$ cat config.mk
export PLATFORM = sky130hd
export DESIGN_NAME = irq_collector
export DESIGN_NICKNAME = d
export VERILOG_FILES = /design/src/rtl/irqagg_pkg.sv /design/src/rtl/irqagg_ctrl.sv /design/src/rtl/irqagg_datapath.sv /design/src/rtl/irq_collector.sv
export SDC_FILE = /design/constraint.sdc
export NUM_CORES = 1
export LEC_CHECK = 0
export BUFFER_PORTS_ARGS = -buffer_cell sky130_fd_sc_hd__buf_2
export CAP_MARGIN = 20
export CELL_PAD_IN_SITES_DETAIL_PLACEMENT = 2
export CELL_PAD_IN_SITES_GLOBAL_PLACEMENT = 2
export CORE_UTILIZATION = 32
export CTS_CLUSTER_DIAMETER = 200
export CTS_CLUSTER_SIZE = 24
export DETAILED_ROUTE_END_ITERATION = 7
export MAX_ROUTING_LAYER = met4
export PLACE_DENSITY = 0.85
export SETUP_SLACK_MARGIN = 0.15
export SLEW_MARGIN = 10
export SYNTH_ARGS = -nofsm -noshare
export SYNTH_HDL_FRONTEND = slang
export SYNTH_SLANG_ARGS = --single-unit
$ cat constraint.sdc
create_clock -name clk -period 4.2 [get_ports clk]
set_clock_uncertainty 0.2 [all_clocks]
set_input_delay 0.42 -clock clk [delete_from_list [all_inputs] [get_ports clk]]
set_output_delay 0.42 -clock clk [all_outputs]
set_load 0.02 [all_outputs]
$ cat src/rtl/irqagg_pkg.sv
`timescale 1ns/1ps
package irqagg_pkg;

  // Strobes decoded by the control module from a register write.
  typedef struct packed {
    logic wrMaskT;
    logic wrMaskA;
    logic clrT;
    logic clrA;
  } regStrobes_t;

  // Which register drives the read data.
  typedef enum logic [2:0] {
    SEL_NONE,
    SEL_MASK_T,
    SEL_MASK_A,
    SEL_STAT_T,
    SEL_STAT_A
  } rdSel_t;

endpackage

$ cat src/rtl/irqagg_ctrl.sv
`timescale 1ns/1ps
module irqagg_ctrl
  import irqagg_pkg::*;
#(
  parameter int ADDR_W = 8,
  parameter logic [ADDR_W-1:0] ADDR_MASK_T = 8'h02,
  parameter logic [ADDR_W-1:0] ADDR_MASK_A = 8'h03,
  parameter logic [ADDR_W-1:0] ADDR_STAT_T = 8'h04,
  parameter logic [ADDR_W-1:0] ADDR_STAT_A = 8'h05
) (
  input  logic [ADDR_W-1:0] regAddr,
  input  logic              regWrEn,
  output regStrobes_t       strobes,
  output rdSel_t            rdSel
);

  always_comb begin
    rdSel = SEL_NONE;
    if (regAddr == ADDR_MASK_T) rdSel = SEL_MASK_T;
    else if (regAddr == ADDR_MASK_A) rdSel = SEL_MASK_A;
    else if (regAddr == ADDR_STAT_T) rdSel = SEL_STAT_T;
    else if (regAddr == ADDR_STAT_A) rdSel = SEL_STAT_A;
  end

  // Unmapped addresses give no strobe, so their writes are dropped
  always_comb begin
    strobes.wrMaskT = regWrEn && (rdSel == SEL_MASK_T);
    strobes.wrMaskA = regWrEn && (rdSel == SEL_MASK_A);
    strobes.clrT    = regWrEn && (rdSel == SEL_STAT_T);
    strobes.clrA    = regWrEn && (rdSel == SEL_STAT_A);
  end

endmodule

$ cat src/rtl/irqagg_datapath.sv
`timescale 1ns/1ps
module irqagg_datapath
  import irqagg_pkg::*;
#(
  parameter int NUM_TIMERS = 8,
  parameter int NUM_ALARMS = 4,
  parameter int DATA_W     = 8
) (
  input  logic                  clk,
  input  logic                  rstN,
  input  regStrobes_t           strobes,
  input  rdSel_t                rdSel,
  input  logic [DATA_W-1:0]     wrData,
  input  logic [NUM_TIMERS-1:0] timerZero,
  input  logic [NUM_ALARMS-1:0] alarmLevel,
  output logic [DATA_W-1:0]     rdData,
  output logic                  irqPullLow
);

  logic [NUM_TIMERS-1:0] tMask, tStat, prevZero, tRise;
  logic [NUM_ALARMS-1:0] aMask, aStat;

  always_ff @(posedge clk) begin
    if (!rstN) begin
      tMask <= '0;
      aMask <= '0;
    end else begin
      if (strobes.wrMaskT) tMask <= wrData[NUM_TIMERS-1:0];
      if (strobes.wrMaskA) aMask <= wrData[NUM_ALARMS-1:0];
    end
  end

  // One edge-detecting pending cell per timer
  for (genvar i = 0; i < NUM_TIMERS; i++) begin : g_timer
    assign tRise[i] = timerZero[i] && !prevZero[i];

    always_ff @(posedge clk) begin
      if (!rstN) begin
        prevZero[i] <= 1'b1;   // a level already high at reset is not an event
        tStat[i]    <= 1'b0;
      end else begin
        prevZero[i] <= timerZero[i];
        tStat[i]    <= (tStat[i] && !(strobes.clrT && wrData[i])) || tRise[i];
      end
    end

    a_r3_rise_only: assert property (@(posedge clk) disable iff (!rstN)
      $rose(tStat[i]) |-> ($past(timerZero[i]) && !$past(timerZero[i], 2)));
    a_r6_clear_by_write: assert property (@(posedge clk) disable iff (!rstN)
      $fell(tStat[i]) |-> $past(strobes.clrT && wrData[i]));
    a_r8_set_wins: assert property (@(posedge clk) disable iff (!rstN)
      (strobes.clrT && wrData[i] && tRise[i]) |=> tStat[i]);
  end

  // Sticky pending cell per alarm: the live level keeps it set
  for (genvar j = 0; j < NUM_ALARMS; j++) begin : g_alarm
    always_ff @(posedge clk) begin
      if (!rstN) aStat[j] <= 1'b0;
      else aStat[j] <= (aStat[j] && !(strobes.clrA && wrData[j])) || alarmLevel[j];
    end

    a_r7_held_while_active: assert property (@(posedge clk) disable iff (!rstN)
      alarmLevel[j] |=> aStat[j]);
    a_r5_set_from_level: assert property (@(posedge clk) disable iff (!rstN)
      $rose(aStat[j]) |-> $past(alarmLevel[j]));
  end

  assign irqPullLow = |(tStat & tMask) || |(aStat & aMask);

  always_comb begin
    rdData = '0;
    unique case (rdSel)
      SEL_MASK_T: rdData[NUM_TIMERS-1:0] = tMask;
      SEL_MASK_A: rdData[NUM_ALARMS-1:0] = aMask;
      SEL_STAT_T: rdData[NUM_TIMERS-1:0] = tStat;
      SEL_STAT_A: rdData[NUM_ALARMS-1:0] = aStat;
      default:    rdData = '0;
    endcase
  end

  a_r9_quiet_when_disabled: assert property (@(posedge clk) disable iff (!rstN)
    (tMask == '0 && aMask == '0) |-> !irqPullLow);
  a_r9_mask_keeps_status: assert property (@(posedge clk) disable iff (!rstN)
    (!strobes.clrT && !strobes.clrA) |=> ((tStat & $past(tStat)) == $past(tStat)));

endmodule

$ cat src/rtl/irq_collector.sv
`timescale 1ns/1ps
module irq_collector
  import irqagg_pkg::*;
#(
  parameter int NUM_TIMERS = 8,
  parameter int NUM_ALARMS = 4,
  parameter int DATA_W     = 8,
  parameter int ADDR_W     = 8
) (
  input  logic                  clk,
  input  logic                  rstN,
  input  logic [ADDR_W-1:0]     regAddr,
  input  logic                  regWrEn,
  input  logic [DATA_W-1:0]     regWrData,
  output logic [DATA_W-1:0]     regRdData,
  input  logic [NUM_TIMERS-1:0] timerZero,
  input  logic [NUM_ALARMS-1:0] alarmLevel,
  output logic                  irqPullLow
);

  regStrobes_t strobes;
  rdSel_t      rdSel;

  irqagg_ctrl #(.ADDR_W(ADDR_W)) u_ctrl (
    .regAddr (regAddr),
    .regWrEn (regWrEn),
    .strobes (strobes),
    .rdSel   (rdSel)
  );

  irqagg_datapath #(
    .NUM_TIMERS(NUM_TIMERS),
    .NUM_ALARMS(NUM_ALARMS),
    .DATA_W    (DATA_W)
  ) u_dp (
    .clk        (clk),
    .rstN       (rstN),
    .strobes    (strobes),
    .rdSel      (rdSel),
    .wrData     (regWrData),
    .timerZero  (timerZero),
    .alarmLevel (alarmLevel),
    .rdData     (regRdData),
    .irqPullLow (irqPullLow)
  );

endmodule

# Yosys cells after proc, flatten, opt, wreduce, memory -nomap -nowiden
# Index checks and enable logic that the tools add are counted.
[totals]
output_inout_bits = 9
reg_bits = 32
[classes]
mux = 6
n_reduce_logical = 71
bitwise = 2
n_eq_ne = 8
[op_table]
columns = ["operator", "n"]
rows = [
  ["logical AND 1 bit", 36],
  ["logical NOT 1 bit", 20],
  ["equality test 8 x 2 -> 1 bit (second input constant)", 2],
  ["equality test 8 x 3 -> 1 bit (second input constant)", 2],
  ["case mux 4 bit (4 select lines)", 1],
  ["logical OR 1 bit", 13],
  ["2-to-1 mux 3 bit", 4],
  ["bitwise AND 8 bit", 1],
  ["case mux 4 bit (2 select lines)", 1],
  ["OR reduction 8 bit", 1],
  ["equality test 3 x 2 -> 1 bit (second input constant)", 2],
  ["bitwise AND 4 bit", 1],
  ["OR reduction 4 bit", 1],
  ["equality test 3 x 1 -> 1 bit (second input constant)", 1],
  ["equality test 3 bit (second input constant)", 1],
]

# Logic depth before layout (Yosys ltp)
[logic_depth]
depth_word = 11
depth_mapped = 5
mapped_depth_nobuf = 3

# Modules after synthesis
# Synthesis repeated with hierarchy kept, for this count alone.
[unflattened]
hier_cells = 162
hier_area_um2 = 1526.5
[modules_own_cells]
columns = ["module", "instances", "cells_each", "area_each_um2", "seq_area_each_um2"]
rows = [
  ["irqagg_datapath", 1, 147, 1407.6, 640.6],
  ["irqagg_ctrl", 1, 15, 118.9, 0.0],
]

# Worst setup path before layout
# Ideal clock, no wire load.
[synth_timing]
kind = "input port to output port"
from = "input port regAddr[7]"
to = "output port regRdData[4]"
required_ns = 3.580
arrival_time_ns = 1.566
path_slack_ns = 2.014
stages = 3
cell_sequence = "or4_4 -> or2_1 -> nor2_1"
[synth_between]
elab_chain_len = 7
word_cells_on_any_way = 11
[synth_rtl]
columns = ["item", "line", "text"]
rows = [
  ["from (decl)", "irq_collector.sv:12", "input logic [ADDR_W-1:0] regAddr,"],
  ["equality test 8 x 3 -> 1 bit", "irqagg_ctrl.sv:22", "else if (regAddr == ADDR_STAT_A) rdSel = SEL_STAT_A;"],
  ["2-to-1 mux 3 bit", "irqagg_ctrl.sv:22", ""],
  ["2-to-1 mux 3 bit", "irqagg_ctrl.sv:21", "else if (regAddr == ADDR_STAT_T) rdSel = SEL_STAT_T;"],
  ["2-to-1 mux 3 bit", "irqagg_ctrl.sv:20", "else if (regAddr == ADDR_MASK_A) rdSel = SEL_MASK_A;"],
  ["2-to-1 mux 3 bit (*)", "irqagg_ctrl.sv:19", "if (regAddr == ADDR_MASK_T) rdSel = SEL_MASK_T;"],
  ["equality test 3 x 2 -> 1 bit or equality test 3 x 1 -> 1 bit (tied branches)", "irqagg_datapath.sv:72", "unique case (rdSel)"],
  ["case mux 4 bit (2 select lines) (*)", "irqagg_datapath.sv:72", ""],
  ["to (decl)", "irq_collector.sv:15", "output logic [DATA_W-1:0] regRdData,"],
]
# Mark *: on every way between the ends. The rest lies on a longest branch, timed or not.

# Final worst setup path
[layout_timing]
from = "input port regAddr[7]"
to = "output port regRdData[0]"
[layout_between]
elab_chain_len = 7
word_cells_on_any_way = 13
[layout_rtl]
columns = ["item", "line"]
rows = [
  ["equality test 8 x 3 -> 1 bit", "irqagg_ctrl.sv:22"],
  ["2-to-1 mux 3 bit", "irqagg_ctrl.sv:22"],
  ["2-to-1 mux 3 bit", "irqagg_ctrl.sv:21"],
  ["2-to-1 mux 3 bit", "irqagg_ctrl.sv:20"],
  ["2-to-1 mux 3 bit (*)", "irqagg_ctrl.sv:19"],
  ["equality test 3 bit (tied with other cells)", "irqagg_datapath.sv:72"],
  ["case mux 4 bit (4 select lines) (*)", "irqagg_datapath.sv:72"],
]
# Marked as above.

==> impl_metrics.ini <==
[outcome]
outcome = complete, no violations

[synthesis]
ys_ff_latch = 32
synthSimpleGateAreaFrac_pct = 25.0
syn_area_sq_mm = 0.00150
synthAdderAreaFrac_pct = 0
ys_types = 26
synth_top_family_by_area = simple AND/OR/NAND/NOR gates
synthMuxAreaShare_pct = 13.4
ys_seq_area_share_pct = 42.8
synthXorXnorAreaFrac_pct = 0
syn_area_per_cell_sq_um = 8.97
synth_fp_nets = 198
syn_inst = 167
yosysWarnings = 0
synth_compound_area_share_pct = 15.5

[route]
antenna_left = 0
drt-initial-drc-count = 51
drc_errors = 0
drt-vias-per-instance = 5.30
drt-wirelength-per-cell_microns = 18.2
vias = 1377
dr.pass1.iters = 4
routed_wl_mm = 4.73

[place]
gp_congestion = 0.785
hpwlAfterDp_mm = 3.49
placement.io_buffers = 39
dpl.cell_count = 252

[setup_path]
required_ns = 3.58
criticalPathCategory = in -> out
path_common_cell = buf_2
startpoint_type = input port
crit_family = simple AND/OR/NAND/NOR gates
path_buf_inv = 2
slowest_delay_ns = 0.58
critical_path.slowest_cell = or4_4
critPathMaxFanout = 6
cp_cell_sequence = buf_2, or4_4, nor2_1, and2_1, buf_2
end_kind = primary output
arrival_ns = 1.79

[clock_tree]
cts_resized = 0
cts_sinks = 32
numCtsBuffers = 5
cts_tree = yes
holdBufCountCts = 0
clk_latency_ns = 0.27
cts.clk_slew.worst_paths_ns = 0.06
cts-root-buf = clkbuf_8
cts_setup_buffers = 0
cts.htree.levels = 2
cts_buffer_depth = 2

[timing]
worst_pin_slew_ns = 1.02
grt_setup_unrepaired = no
fin_tns_setup_ns = 0
hold_viol = 0
period_minus_slack_ns = 2.41
setup_viol = 0
relSlewSlack_pct = 31.3
slew_violations = 0
fmax_mhz = 415
fin_hold_ws_ns = 0.135
post-route-period-util_pct = 57.4

[floorplan]
die_y_microns = 70.4
die-area_sq_mm = 0.00496
die_w_microns = 70.4
core.rowCount = 24
fp.coreArea_sq_mm = 0.00441
initial_core_util_pct = 33.9
floorplan.io_pins = 40

[final_layout]
syn_to_final_growth_pct = 22.5
final_common_cell = buf_2
nNetsFinal = 238
diodes = 0
finalNonFillerCells = 260
postLayoutCoreUtil_pct = 41.6
final_layout_size_suffix_gt1_share_pct = 24.0
mostFrequentLayoutCells = 39 x buf_2, 32 x dfxtp_1, 21 x nand2_1

[pwr]
total_power_uw = 669
cellPowerDensity_mw_per_mm2 = 365
leakage_nw = 0.818
irDropWorstVdd_mv = 0.325

[global_route]
grt_pass1_wl_mm = 7.71
grt_pass1_vias = 1572
grt_use_total_pct = 20.8
grt_max_degree = 41
grt_antenna_before_repair = 0
gr-total-overflow = 0

[hold_path]
hold_class = in -> reg

[job]
cap_viol_max_count = 0
## state kept, by name, summed over array words and instances, names as in the netlist
signal	cells
u_dp.aMask	4
u_dp.aStat	4
u_dp.prevZero	8
u_dp.tMask	8
u_dp.tStat	8
## metal layers
| layer | global-route usage (%) | up-vias | share of wire [%] |
|---|---|---|---|
| met2 | 36.2 | 33 | 52 |
| met5 | - | - | 0 |
| met1 | 22.7 | 670 | 42 |
| li1 | - | 663 | - |
| met3 | 4.76 | 11 | 3.8 |
| met4 | 8.22 | 0 | 2.6 |
## worst reg2reg max path, stage by stage (launching register included)
cell	delay, ns
dfxtp_1	0.30
nor2b_1	0.17
o21ai_0	0.11
a21oi_1	0.15
## stage by stage
step                      cell area (sq um)  setup WS [ns]
after floorplan                        1500           2.01
after global placement                 1730           1.77
after detailed placement               1730           1.69
after CTS                              1830           1.79
after global routing                   1830           1.73
final                                  1830           1.79
## where the power goes
part           internal [mW]  total, mW  switching, mW
Sequential             0.315      0.322        0.00780
Clock                  0.176      0.287          0.111
Combinational         0.0264     0.0592         0.0328
## cells by family (layout without fill, tap and decap cells)
kind of cell,count (synthesis),after routing
and+or+nand+nor,66,66
muxes,20,20
AOI/OAI and AO/OA,38,38
DFF,32,32
buffers and inverters,11,52
## area by class of cell
cell class              count  area, sq um
multi-input cells         124          807
clock inverters             2         35.0
flip-flops and latches     32          641
clock buffers               6         72.6
well taps                  52         65.1
fillers                   485         2580
repair buffers             39          195
inverters                   5         18.8
## cell usage after synthesis
| cell type | number | area share (%) |
|---|---|---|
| a31oi_1 | 4 | 1.7 |
| o22ai_1 | 4 | 1.7 |
| nand2_1 | 21 | 5.3 |
| nor2_1 | 5 | 1.3 |
| nand3_1 | 1 | 0.33 |
| a22o_1 | 3 | 1.8 |
| or4_4 | 1 | 0.75 |
| dfxtp_1 | 32 | 43 |
| or2_1 | 1 | 0.42 |
| a221oi_1 | 3 | 1.8 |
| or2_2 | 1 | 0.42 |
| inv_1 | 5 | 1.3 |
| buf_2 | 1 | 0.33 |
| nor4_4 | 1 | 1.4 |
| mux2i_1 | 20 | 13 |
| and2_1 | 4 | 1.7 |
| nor2b_1 | 18 | 7.5 |
| nand2b_1 | 10 | 4.2 |
| nor4_1 | 1 | 0.42 |
| nor4_2 | 1 | 0.84 |
| or4_1 | 1 | 0.50 |
| a21oi_1 | 8 | 2.7 |
| clkbuf_1 | 4 | 1.0 |
| o21ai_0 | 12 | 4.0 |
| buf_6 | 1 | 0.75 |
| a22oi_1 | 4 | 2.0 |
## path summary, 6_finish.rpt
| kind | to | start | cells after the start | slack (ns) |
|---|---|---|---|---|
| worst max register to register | u_dp.tStat[4] | u_dp.prevZero[4] | 3 | 3.19 |
| worst min-delay path | u_dp.prevZero[0] | timerZero[0] | 2 | 0.14 |
| worst min register to register | u_dp.tMask[6] | u_dp.tMask[6] | 2 | 0.28 |
| worst max-delay path | regRdData[0] | regAddr[7] | 5 | 1.79 |
(Power assumes the default switching activity.)
